### src/rtl/rxbuf_pkg.sv
package rxbuf_pkg;
  localparam int NUM_BUF = 3;
  localparam int STAMP_W = $clog2(NUM_BUF + 1);

  typedef logic [STAMP_W-1:0] stamp_t;

  // strobes from control to datapath
  typedef struct packed {
    logic [NUM_BUF-1:0] load;   // capture msgData into slot
    logic               accept; // message taken this cycle
  } dp_ctrl_t;
endpackage

### src/rtl/rxbuf_ctrl.sv
module rxbuf_ctrl
  import rxbuf_pkg::*;
(
  input  logic                       clk,
  input  logic                       rstN,
  input  logic                       msgValid,
  input  logic [NUM_BUF-1:0]         clearStb,
  output logic [NUM_BUF-1:0]         occupied,
  output logic [NUM_BUF*STAMP_W-1:0] stampFlat,
  output logic                       ovfFlag,
  output dp_ctrl_t                   dpCtrl
);
  stamp_t             stampQ   [NUM_BUF];
  stamp_t             stampD   [NUM_BUF];
  stamp_t             rankV    [NUM_BUF];
  logic [NUM_BUF-1:0] occQ, occD;
  logic [NUM_BUF-1:0] keepMask, freeMask, loadOne;
  stamp_t             keepCount;
  logic               found, anyFree, ovfQ;

  // clears first, then allocation over the remaining free slots
  always_comb begin
    keepMask  = occQ & ~clearStb;
    freeMask  = ~keepMask;
    anyFree   = |freeMask;
    keepCount = '0;
    for (int i = 0; i < NUM_BUF; i++)
      keepCount = keepCount + STAMP_W'(keepMask[i]);
    loadOne = '0;
    found   = 1'b0;
    for (int i = 0; i < NUM_BUF; i++) begin
      if (freeMask[i] && !found) begin
        loadOne[i] = msgValid;
        found      = 1'b1;
      end
    end
  end

  // rank of each surviving slot among survivors (oldest = 1)
  always_comb begin
    for (int i = 0; i < NUM_BUF; i++) begin
      rankV[i] = STAMP_W'(1);
      for (int j = 0; j < NUM_BUF; j++) begin
        if (j != i && keepMask[j] && stampQ[j] < stampQ[i])
          rankV[i] = rankV[i] + STAMP_W'(1);
      end
    end
  end

  always_comb begin
    for (int i = 0; i < NUM_BUF; i++) begin
      if (loadOne[i])       stampD[i] = keepCount + STAMP_W'(1);
      else if (keepMask[i]) stampD[i] = rankV[i];
      else                  stampD[i] = '0;
    end
    occD = keepMask | loadOne;
  end

  always_ff @(posedge clk or negedge rstN) begin
    if (!rstN) begin
      occQ <= '0;
      ovfQ <= 1'b0;
      for (int i = 0; i < NUM_BUF; i++) stampQ[i] <= '0;
    end else begin
      occQ <= occD;
      if (msgValid && !anyFree) ovfQ <= 1'b1;
      for (int i = 0; i < NUM_BUF; i++) stampQ[i] <= stampD[i];
    end
  end

  for (genvar g = 0; g < NUM_BUF; g++) begin : gStamp
    assign stampFlat[g*STAMP_W +: STAMP_W] = stampQ[g];
  end

  assign occupied      = occQ;
  assign ovfFlag       = ovfQ;
  assign dpCtrl.load   = loadOne;
  assign dpCtrl.accept = msgValid && anyFree;
endmodule

### src/rtl/rxbuf_data.sv
module rxbuf_data
  import rxbuf_pkg::*;
#(
  parameter int DATA_W = 16
) (
  input  logic                      clk,
  input  logic                      rstN,
  input  logic [DATA_W-1:0]         msgData,
  input  dp_ctrl_t                  dpCtrl,
  output logic [NUM_BUF*DATA_W-1:0] payloadFlat
);
  for (genvar g = 0; g < NUM_BUF; g++) begin : gSlot
    logic [DATA_W-1:0] slotQ;
    always_ff @(posedge clk or negedge rstN) begin
      if (!rstN)
        slotQ <= '0;
      else if (dpCtrl.accept && dpCtrl.load[g])
        slotQ <= msgData;
    end
    assign payloadFlat[g*DATA_W +: DATA_W] = slotQ;
  end
endmodule

### src/rtl/rxbuf_mgr.sv
module rxbuf_mgr
  import rxbuf_pkg::*;
#(
  parameter int DATA_W = 16
) (
  input  logic                      clk,
  input  logic                      rstN,
  input  logic                      msgValid,
  input  logic [DATA_W-1:0]         msgData,
  input  logic [NUM_BUF-1:0]        clearStb,
  input  logic [NUM_BUF-1:0]        irqMask,
  output logic [NUM_BUF-1:0]        bufReady,
  output logic [NUM_BUF*STAMP_W-1:0] bufStamp,
  output logic [NUM_BUF*DATA_W-1:0] bufPayload,
  output logic                      allFull,
  output logic                      overflow,
  output logic                      irq
);
  dp_ctrl_t dpCtrl;

  rxbuf_ctrl u_ctrl (
    .clk      (clk),
    .rstN     (rstN),
    .msgValid (msgValid),
    .clearStb (clearStb),
    .occupied (bufReady),
    .stampFlat(bufStamp),
    .ovfFlag  (overflow),
    .dpCtrl   (dpCtrl)
  );

  rxbuf_data #(.DATA_W(DATA_W)) u_data (
    .clk        (clk),
    .rstN       (rstN),
    .msgData    (msgData),
    .dpCtrl     (dpCtrl),
    .payloadFlat(bufPayload)
  );

  assign allFull = &bufReady;
  assign irq     = |(bufReady & irqMask);
endmodule

### config.mk
export PLATFORM = sky130hd
export DESIGN_NAME = rxbuf_mgr
export DESIGN_NICKNAME = d
export VERILOG_FILES = /design/src/rtl/rxbuf_pkg.sv /design/src/rtl/rxbuf_ctrl.sv /design/src/rtl/rxbuf_data.sv /design/src/rtl/rxbuf_mgr.sv
export SDC_FILE = /design/constraint.sdc
export NUM_CORES = 1
export LEC_CHECK = 0
export BUFFER_PORTS_ARGS = -buffer_cell sky130_fd_sc_hd__clkbuf_2
export CORE_MARGIN = 1
export CORE_UTILIZATION = 35
export CTS_BUF_LIST = sky130_fd_sc_hd__clkbuf_8 sky130_fd_sc_hd__clkbuf_16
export DETAILED_ROUTE_END_ITERATION = 10
export PLACE_DENSITY = 0.65
export SLEW_MARGIN = 20
export SYNTH_ARGS = -nofsm -noshare
export SYNTH_HDL_FRONTEND = slang
export SYNTH_HIERARCHICAL = 1
export SYNTH_SLANG_ARGS = --single-unit
export TNS_END_PERCENT = 30
### constraint.sdc
create_clock -name clk -period 3.9 [get_ports clk]
set_input_delay 0.975 -clock clk [delete_from_list [all_inputs] [get_ports clk]]
set_output_delay 0.975 -clock clk [all_outputs]
set_load 0.1 [all_outputs]
[Word-level counts from Yosys, hierarchy flattened]
Index checks and enable logic that the tools add are counted.
Word-level totals
  bits in registers: 58
  bits in latches: 0
  memory bits (writable): 0
  memory bits (read-only): 0
  bits of input ports: 25
  word-level logic and storage cells: 61
  memories: 0
Operators by class
  $add $sub $neg: 6
  multipliers: 0
  div/mod/pow operators: 0
  magnitude comparators: 6
  equal/unequal tests: 0
  shift operators: 0
  multiplexer cells: 17
  bitwise operators: 5
  reductions and logical operators: 19
Operators by type and width (number)
  2-to-1 mux 2 bit: 12
  logical AND 1 bit: 13
  less-than comparator 2 bit: 6
  adder 2 x 1 -> 2 bit (second input constant): 4
  AND 3 bit: 2
  inverter 3 bit: 2
  OR reduction 3 bit: 2
  2-to-1 mux 1 bit: 5
  zero test 1 bit: 3
  OR 3 bit: 1
  AND reduction 3 bit: 1
  adder 1 x 1 -> 2 bit: 1
  adder 2 x 1 -> 2 bit: 1

[Longest topological paths before layout]
Gate-level depths: netlist (run 1).
  depth after elaboration: 11
  depth in mapped cells: 8
  depth with buffers taken out: 7

[Modules after synthesis]
The synthesis (run 1) kept the hierarchy.
By module, submodules not included
  rxbuf_data: instances 1, cells an instance 102, area each 1794.2 um2, sequential area each 1201.2 um2
  rxbuf_ctrl: instances 1, cells an instance 68, area each 700.7 um2, sequential area each 250.2 um2
  rxbuf_mgr: instances 1, cells an instance 3, area each 20.0 um2, sequential area each 0.0 um2

[Worst setup path before layout (run 1)]
No wires, ideal clock.
  path type: register to output
  from: reg u_ctrl.occQ[1] (netlist: u_ctrl/occupied[1])
  to: out allFull
  data arrival time: 1.882 ns
  required time: 2.925 ns
  setup slack: 1.043 ns
  stages on the path, launching flop included: 2
  path buffers: 0
  path through: dfrtp_1 -> and3_1
On the way
  word-level cells in the longest chain between the ends: 1
Ends and longest elaborated chain
  from (decl): line rxbuf_ctrl.sv:16  | logic [NUM_BUF-1:0] occQ, occD;
  from (signal assigned): line rxbuf_ctrl.sv:61  | occQ <= '0;
  from (signal assigned): line rxbuf_ctrl.sv:65  | occQ <= occD;
  AND reduction 3 bit: line rxbuf_mgr.sv:40  | assign allFull = &bufReady;
  to (decl): line rxbuf_mgr.sv:15  | output logic allFull,
Every way passes these cells.

[Worst setup path after layout (run 1)]
  from: in irqMask[0]
  to: out irq
On the way
  word-level cells in the longest chain between the ends: 2
Ends and longest elaborated chain
  from (decl): line rxbuf_mgr.sv:11  | input logic [NUM_BUF-1:0] irqMask,
  AND 3 bit: line rxbuf_mgr.sv:41  | assign irq = |(bufReady & irqMask);
  OR reduction 3 bit: line rxbuf_mgr.sv:41
  to (decl): line rxbuf_mgr.sv:17  | output logic irq
Every way passes these cells.

==> metrics.yaml, run 1 <==
status: "completed"
dp_hpwl_um: 3800
numPortBuffers: 84
cts_max_path_buffers: 2
holdBufCountCts: 0
fp.coreArea_um2: 6870
tightest_slew_ps: 949
layout.nets: 301
dr.pass1.iters: 4
io_pins: 85
finalSetupViolCount: 0
hold_viol: 0
insertion_delay_ps: 330
max_slew_margin_pct: 36.8
synth-seq-cells: 58
period_share_pct: 71.6
irDropWorstVdd_uv: 355
cts_tree: "built"
final_cell_mix: "clkbuf_2 (84), dfrtp_1 (58), mux2_2 (48), ha_1 (11), inv_1 (10)"
syn_inst: 173
gp_congestion: 0.853
num_rows: 30
ctsHtreeMaxLevel: 3
max_freq_mhz: 358
cp_num_buf_inv: 3
ant_nets: 0
final_common_cell: "clkbuf_2"
final.fill_count: 639
die-height_um: 86.8
dp.cells: 350
cts_setup_buffers: 0
numCtsBuffers: 9
start_kind: "input port"
vias: 1710
crit_top_cell: "clkbuf_2"
grt_max_degree: 39
die-area_um2: 7530
drive_above_1_share_pct: 58.9
cp_max_fo: 1
min_period_ps: 2790
cp.required_ps: 2920
syn_nets: 209
synth_area_um2: 2510
die-width_um: 86.8
antenna_cells: 0
synth_cell_types: 29
wl_per_cell_um: 14.5
clock_sinks: 58
route.final.wire_length_um: 5300
power_density_nw_per_um2: 803
multi_input_area_um2: 985
yosysSeqAreaShare_pct: 57.7
gr-total-overflow: 0
grt_pass1_vias: 1641
antenna_found_initial: 0
path_cells: "clkbuf_2 -> a222oi_1 -> inv_1 -> clkbuf_2"
cpLargestDelayFamily: "buffers and inverters"
hold_class: "register to register"
fin_worst_skew_ps: 10.1
grt_setup_unrepaired: "false"
cp_slowest_cell: "clkbuf_2"
synth.avg_cell_area_um2: 14.5
start_util_pct: 36.6
area_delta_synth_final_pct: 29.6
timing.max_cap.violations: 0
drc_errors: 0
slew_violations: 0
crit_path_max_incr_delay_ps: 370
setup_tns_ps: 0
vias_per_cell: 4.67
regArea_um2: 1450
grt_pass1_wl_um: 8160
leakage_nw: 1.66
fin_cells: 366
root_buffer: "clkbuf_8"
cp.arrival_ps: 1820
crit_path_end_kind: "output port"
clk_pin_slew_ps: 60
dr.first_iter.drc_count: 62
crit_type: "input port to output port"
grt_usage_pct: 14.8
yosysWarnings: 6
ctsResizeCount: 0
==> sequential cells by signal, summed over array words and instances, names as in the netlist <==
signal	flops
u_ctrl/stampFlat	6
u_ctrl/ovfFlag	1
u_data/gSlot.slotQ	48
u_ctrl/occupied	3
==> worst paths after layout <==
path,start,to,slack [ps],cells after the start
worst min register to register,u_ctrl/ovfFlag,u_ctrl/ovfFlag,470,1
worst max-delay path,irqMask[0],irq,1110,4
worst min-delay path,u_ctrl/ovfFlag,u_ctrl/ovfFlag,470,1
worst max register to register,u_ctrl/occupied[2],u_data/gSlot[1].slotQ[13],1660,4
max in group asynchronous,rstN,u_data/gSlot[0].slotQ[14],2290,2
min in group asynchronous,rstN,u_ctrl/occupied[0],780,1
==> stage by stage <==
stage / hold WS, ps / instance area [µm²] / setup slack (ps) / total power, mW / utilization [%]
6_report: 473 / 3260 / 1110 / 2.62 / 47.4
5_1_grt: 497 / 3260 / 1080 / 2.71 / 47.4
4_1_cts: 484 / 3260 / 1110 / 2.64 / 47.4
3_5_place_dp: 469 / 3020 / 1070 / 1.98 / 44.0
3_3_place_gp: 477 / 3020 / 1110 / 1.96 / 44.0
2_1_floorplan: 679 / 2510 / 1040 / 1.78 / -
==> kinds of logic after synthesis <==
| kind of cell | synth area share (%) |
|---|---|
| buffers and inverters | 3.13 |
| flip-flops | 57.7 |
| XOR/XNOR | 0.348 |
| AO/OA/AOI/OAI | 4.38 |
| adder cells (fa/ha/maj) | 5.47 |
| AND/OR/NAND/NOR | 7.07 |
| multiplexers | 21.9 |
==> metal layers <==
metal	part of all wire (%)	global-route usage (%)	vias to the layer above	wire (µm)
met5	0	0	-	0
met4	2.2	9.09	0	119
met3	3.7	3.71	11	198
met2	49	22.9	43	2570
met1	45	18.7	848	2410
li1	-	-	808	-
==> cell type report <==
cell class	instances	share of cell area, %
clock buffer	9	3.80
clock inverter	7	3.38
inverter	10	1.23
multi-input combinational	101	30.2
sequential	58	44.5
tap	96	3.69
timing repair buffer	85	13.1
==> worst register-to-register path, delay by kind of cell (launching register included) <==
kind	cells	cell delay (ps)
compound gates	1	300
flops	1	410
mux	1	400
simple gates	2	1010
==> Yosys cell counts <==
library cell / n / share of area, %
nand2b_2: 1 / 0.35
nor2_1: 2 / 0.30
or3_1: 3 / 0.75
inv_2: 1 / 0.15
o41ai_2: 2 / 1.3
dfrtp_1: 58 / 58
or3b_1: 3 / 1.0
a31oi_1: 1 / 0.25
or3b_2: 2 / 0.70
ha_1: 11 / 5.5
nand3b_1: 1 / 0.30
mux2_2: 48 / 21
xor2_1: 1 / 0.35
a222oi_1: 1 / 0.40
inv_1: 8 / 1.2
and3_1: 1 / 0.25
nand2_1: 6 / 0.90
mux2i_1: 1 / 0.40
nand2_2: 3 / 0.75
nor3_1: 1 / 0.20
buf_2: 1 / 0.20
inv_4: 1 / 0.25
o31ai_1: 3 / 0.90
a41o_2: 1 / 0.45
buf_6: 3 / 1.3
o211ai_1: 3 / 0.90
o21ai_0: 1 / 0.20
nor2b_1: 4 / 0.99
nor2b_4: 1 / 0.55
==> report_power, final <==
group / total (mW) / switching [mW] / internal, mW / leakage (nW)
clock: 0.657 / 0.239 / 0.419 / 0.122
combinational: 1.18 / 0.998 / 0.182 / 0.822
sequential: 0.778 / 0.0617 / 0.716 / 0.719
total: 2.62 / 1.30 / 1.32 / 1.66
No activity file was read; power rests on OpenSTA's default activity.
==> run 2: changes to the inputs <==
--- a/config.mk
+++ b/config.mk
@@ -5,6 +5,7 @@
 export SDC_FILE = /design/constraint.sdc
 export NUM_CORES = 1
 export LEC_CHECK = 0
+export ABC_AREA = 1
 export BUFFER_PORTS_ARGS = -buffer_cell sky130_fd_sc_hd__clkbuf_2
 export CORE_MARGIN = 1
 export CORE_UTILIZATION = 35
==> constraint.sdc (replaced) <==
create_clock -name clk -period 2.75 [get_ports clk]
set_input_delay 0.6875 -clock clk [delete_from_list [all_inputs] [get_ports clk]]
set_output_delay 0.6875 -clock clk [all_outputs]
set_load 0.1 [all_outputs]
==> run 2 against run 1 <==
Routed wire length is 21% higher; critical path depth is 1 lower; global-route usage is 2.4 points higher; synthesized area is 5.1% higher; count of clock-buffer cells in the layout is 5 higher; clock skew hardly changed; non-clock buffer count is 5 higher; clock power is 30% higher; via count is 36% higher; critical endpoint is now allFull.
==> metrics.yaml, run 2 <==
status: "completed"
largest_reg_flops: 48  # unchanged
crit_path_max_incr_delay_ps: 450  # +80 ps
dp_hpwl_um: 4690  # +24%
max_slew_margin_pct: 49.5  # +13 points
intPower_mw: 1.73  # +31%
io_pins: 85  # unchanged
wl_per_cell_um: 12.9  # -11%
grt_pass1_vias: 2123  # +29%
gp_congestion: 0.714  # -16%
cp_max_fo: 5  # +4
grt_max_degree: 31  # -21%
drive_above_1_share_pct: 29.9  # -29 points
crit_start: "u_ctrl/occupied[0]"
grt_pass1_wl_um: 10200  # +25%
hold_slack_ps: 410  # -63.2 ps
dr.first_iter.drc_count: 136  # +120%
crit_path_end_kind: "output port"
start_util_pct: 36.3  # -0.36 points
irDropWorstVdd_uv: 484  # +36%
ctsHtreeMaxLevel: 3  # unchanged
p_sw_mw: 1.73  # +34%
fin_worst_skew_ps: 9.96  # -0.117 ps
p_comb_share_pct: 43.9  # -1.2 points
num_rows: 31  # +3.3%
grt_usage_pct: 17.2  # +2.4 points
period_share_pct: 76.2
synthFlopType: "dfrtp_1"
antenna_cells: 0  # unchanged
synth_largest_area_cell: "dfrtp_1"
crit_type: "register to output port"
p_sw_share_pct: 50.1  # +0.46 points
final.fill_count: 757  # +18%
syn_inst: 308  # +78%
holdBufCountCts: 0  # unchanged
path_cells: "nand2_1 -> nor2_2 -> clkbuf_2"
die-area_um2: 7900  # +5.0%
regMostFlops: "u_data/gSlot.slotQ"
die-height_um: 88.9  # +2.5%
setup_tns_ps: 0  # unchanged
vias_per_cell: 4.67  # about the same
cp_num_buf_inv: 1  # -2
yosysWarnings: 6  # unchanged
drc_errors: 0  # unchanged
critPathCapture: "allFull"
layout.nets: 430  # +43%
cp.required_ps: 2060  # -860 ps
cp_slowest_cell: "dfrtp_1"
final_common_cell: "nand2_1"
min_period_ps: 2100
synthTopCellsByArea: "dfrtp_1 (55%), nand2_1 (18%), nand3_1 (9.8%), ha_1 (5.2%), inv_1 (2.7%)"
synth_area_um2: 2640  # +5.1%
die-width_um: 88.9  # +2.5%
ant_nets: 0  # unchanged
final_cell_mix: "nand2_1 (125), clkbuf_2 (84), dfrtp_1 (58), nand3_1 (52), inv_1 (19)"
yosysSeqAreaShare_pct: 54.9  # -2.8 points
dr.pass1.iters: 4  # unchanged
synth.avg_cell_area_um2: 8.58  # -41%
hold_viol: 0  # unchanged
cts_setup_buffers: 0  # unchanged
route.final.wire_length_um: 6420  # +21%
synth-edff-count: 0  # unchanged
leakage_nw: 1.94  # +16%
seqPwrFrac_pct: 31.3  # +1.6 points
synth_common_cells: "nand2_1 (125), dfrtp_1 (58), nand3_1 (52)"
regArea_um2: 1450  # unchanged
synth-seq-cells: 58  # unchanged
reg2reg_to: "u_ctrl/stampFlat[2]"
vias: 2323  # +36%
insertion_delay_ps: 330  # about the same
async_reset_ff_share_pct: 100  # unchanged
numCtsBuffers: 9  # unchanged
clk_pin_slew_ps: 70  # about the same
r2r_slack_ps: 1040  # -620 ps
max_freq_mhz: 477
grt_setup_unrepaired: "false"
clock_sinks: 58  # unchanged
power_density_nw_per_um2: 1020  # +27%
synth.most_common_cell: "nand2_1"
dp.cells: 482  # +38%
hold_class: "input port to asynchronous set/reset pin"
tightest_slew_ps: 758  # -191 ps
synth_cell_types: 19  # -34%
finalSetupViolCount: 0  # unchanged
cts_max_path_buffers: 2  # unchanged
antenna_found_initial: 0  # unchanged
multi_input_area_um2: 1030  # +4.3%
clock_power_share_pct: 24.8  # -0.3 points
syn_nets: 344  # +65%
cpLargestDelayFamily: "flip-flops"
slew_violations: 0  # unchanged
cts_tree: "built"
root_buffer: "clkbuf_8"
area_delta_synth_final_pct: 27.9
ctsResizeCount: 0  # unchanged
synth_top_area_share_pct: 54.9  # -2.8 points
numPortBuffers: 84  # unchanged
cp.arrival_ps: 1410  # -410 ps
fin_cells: 497  # +36%
reg2reg_from: "u_ctrl/stampFlat[1]"
finish.utilization_pct: 46.4  # -1.1 points
r2r_cells: 6  # +2
fp.coreArea_um2: 7290  # +6.2%
crit_cells: 3  # -1
timing.max_cap.violations: 0  # unchanged
gr-total-overflow: 0  # unchanged
start_kind: "register"
==> run 2: worst min path at each step <==
stage / cells past startpoint / slack, ps / endpoint / start
5_1_grt: 1 / 460 / u_data/gSlot[2].slotQ[9] / rstN
3_5_place_dp: 2 / 460 / u_data/gSlot[1].slotQ[10] / u_data/gSlot[1].slotQ[10]
6_report: 1 / 410 / u_data/gSlot[2].slotQ[9] / rstN
2_1_floorplan: 0 / 390 / u_ctrl/occupied[0] / rstN
3_3_place_gp: 2 / 460 / u_data/gSlot[1].slotQ[8] / u_data/gSlot[1].slotQ[8]
4_1_cts: 1 / 430 / u_data/gSlot[2].slotQ[5] / rstN
==> run 2: logic make-up after synthesis <==
group                      Yosys count  synth area share, %
buffers and inverters               36                 6.53
and+or+nand+nor                    197                 32.2
AOI/OAI and AO/OA                    6                 1.14
DFF                                 58                 54.9
adders and majority gates           11                 5.21
==> run 2: power groups by stage <==
stage               Clock (mW)  Sequential (mW)  Combinational [mW]
floorplan                    0             2.15               0.202
global placement             0             1.09                1.52
detailed placement           0             1.10                1.53
CTS                      0.877             1.08                1.53
global route             0.911             1.10                1.59
finish                   0.857             1.08                1.52
==> run 2: worst register-to-register path, delay by kind of cell (launching register included) <==
| kind | cells | cell delay (ps) |
|---|---|---|
| AO/OA/AOI/OAI | 1 | 210 |
| adder cells (fa/ha/maj) | 2 | 600 |
| flip-flops | 1 | 410 |
| AND/OR/NAND/NOR | 3 | 440 |
==> run 2: through the flow <==
stage	power, mW	worst slack (ps)	cell area, µm²
after floorplan	2.35	124	2650
after global placement	2.61	722	3160
after detailed placement	2.62	706	3160
after CTS	3.49	617	3380
after global routing	3.60	553	3380
final	3.46	654	3380
==> run 2: final cells by class <==
cell class	count	share of cell area [%]
clock buffer	14	5.70
clock inverter	1	0.888
sequential	58	42.9
inverter	21	2.33
multi-input combinational	214	30.4
timing repair buffer	90	14.1
tap	99	3.66
==> run 2: per-layer routing <==
layer / vias to the layer above / routed length (µm) / global-route usage, %
met5: - / 0 / 0
met2: 81 / 2960 / 26.3
met1: 1086 / 2930 / 23.5
li1: 1145 / - / -
met4: 0 / 139 / 8.21
met3: 11 / 388 / 3.51
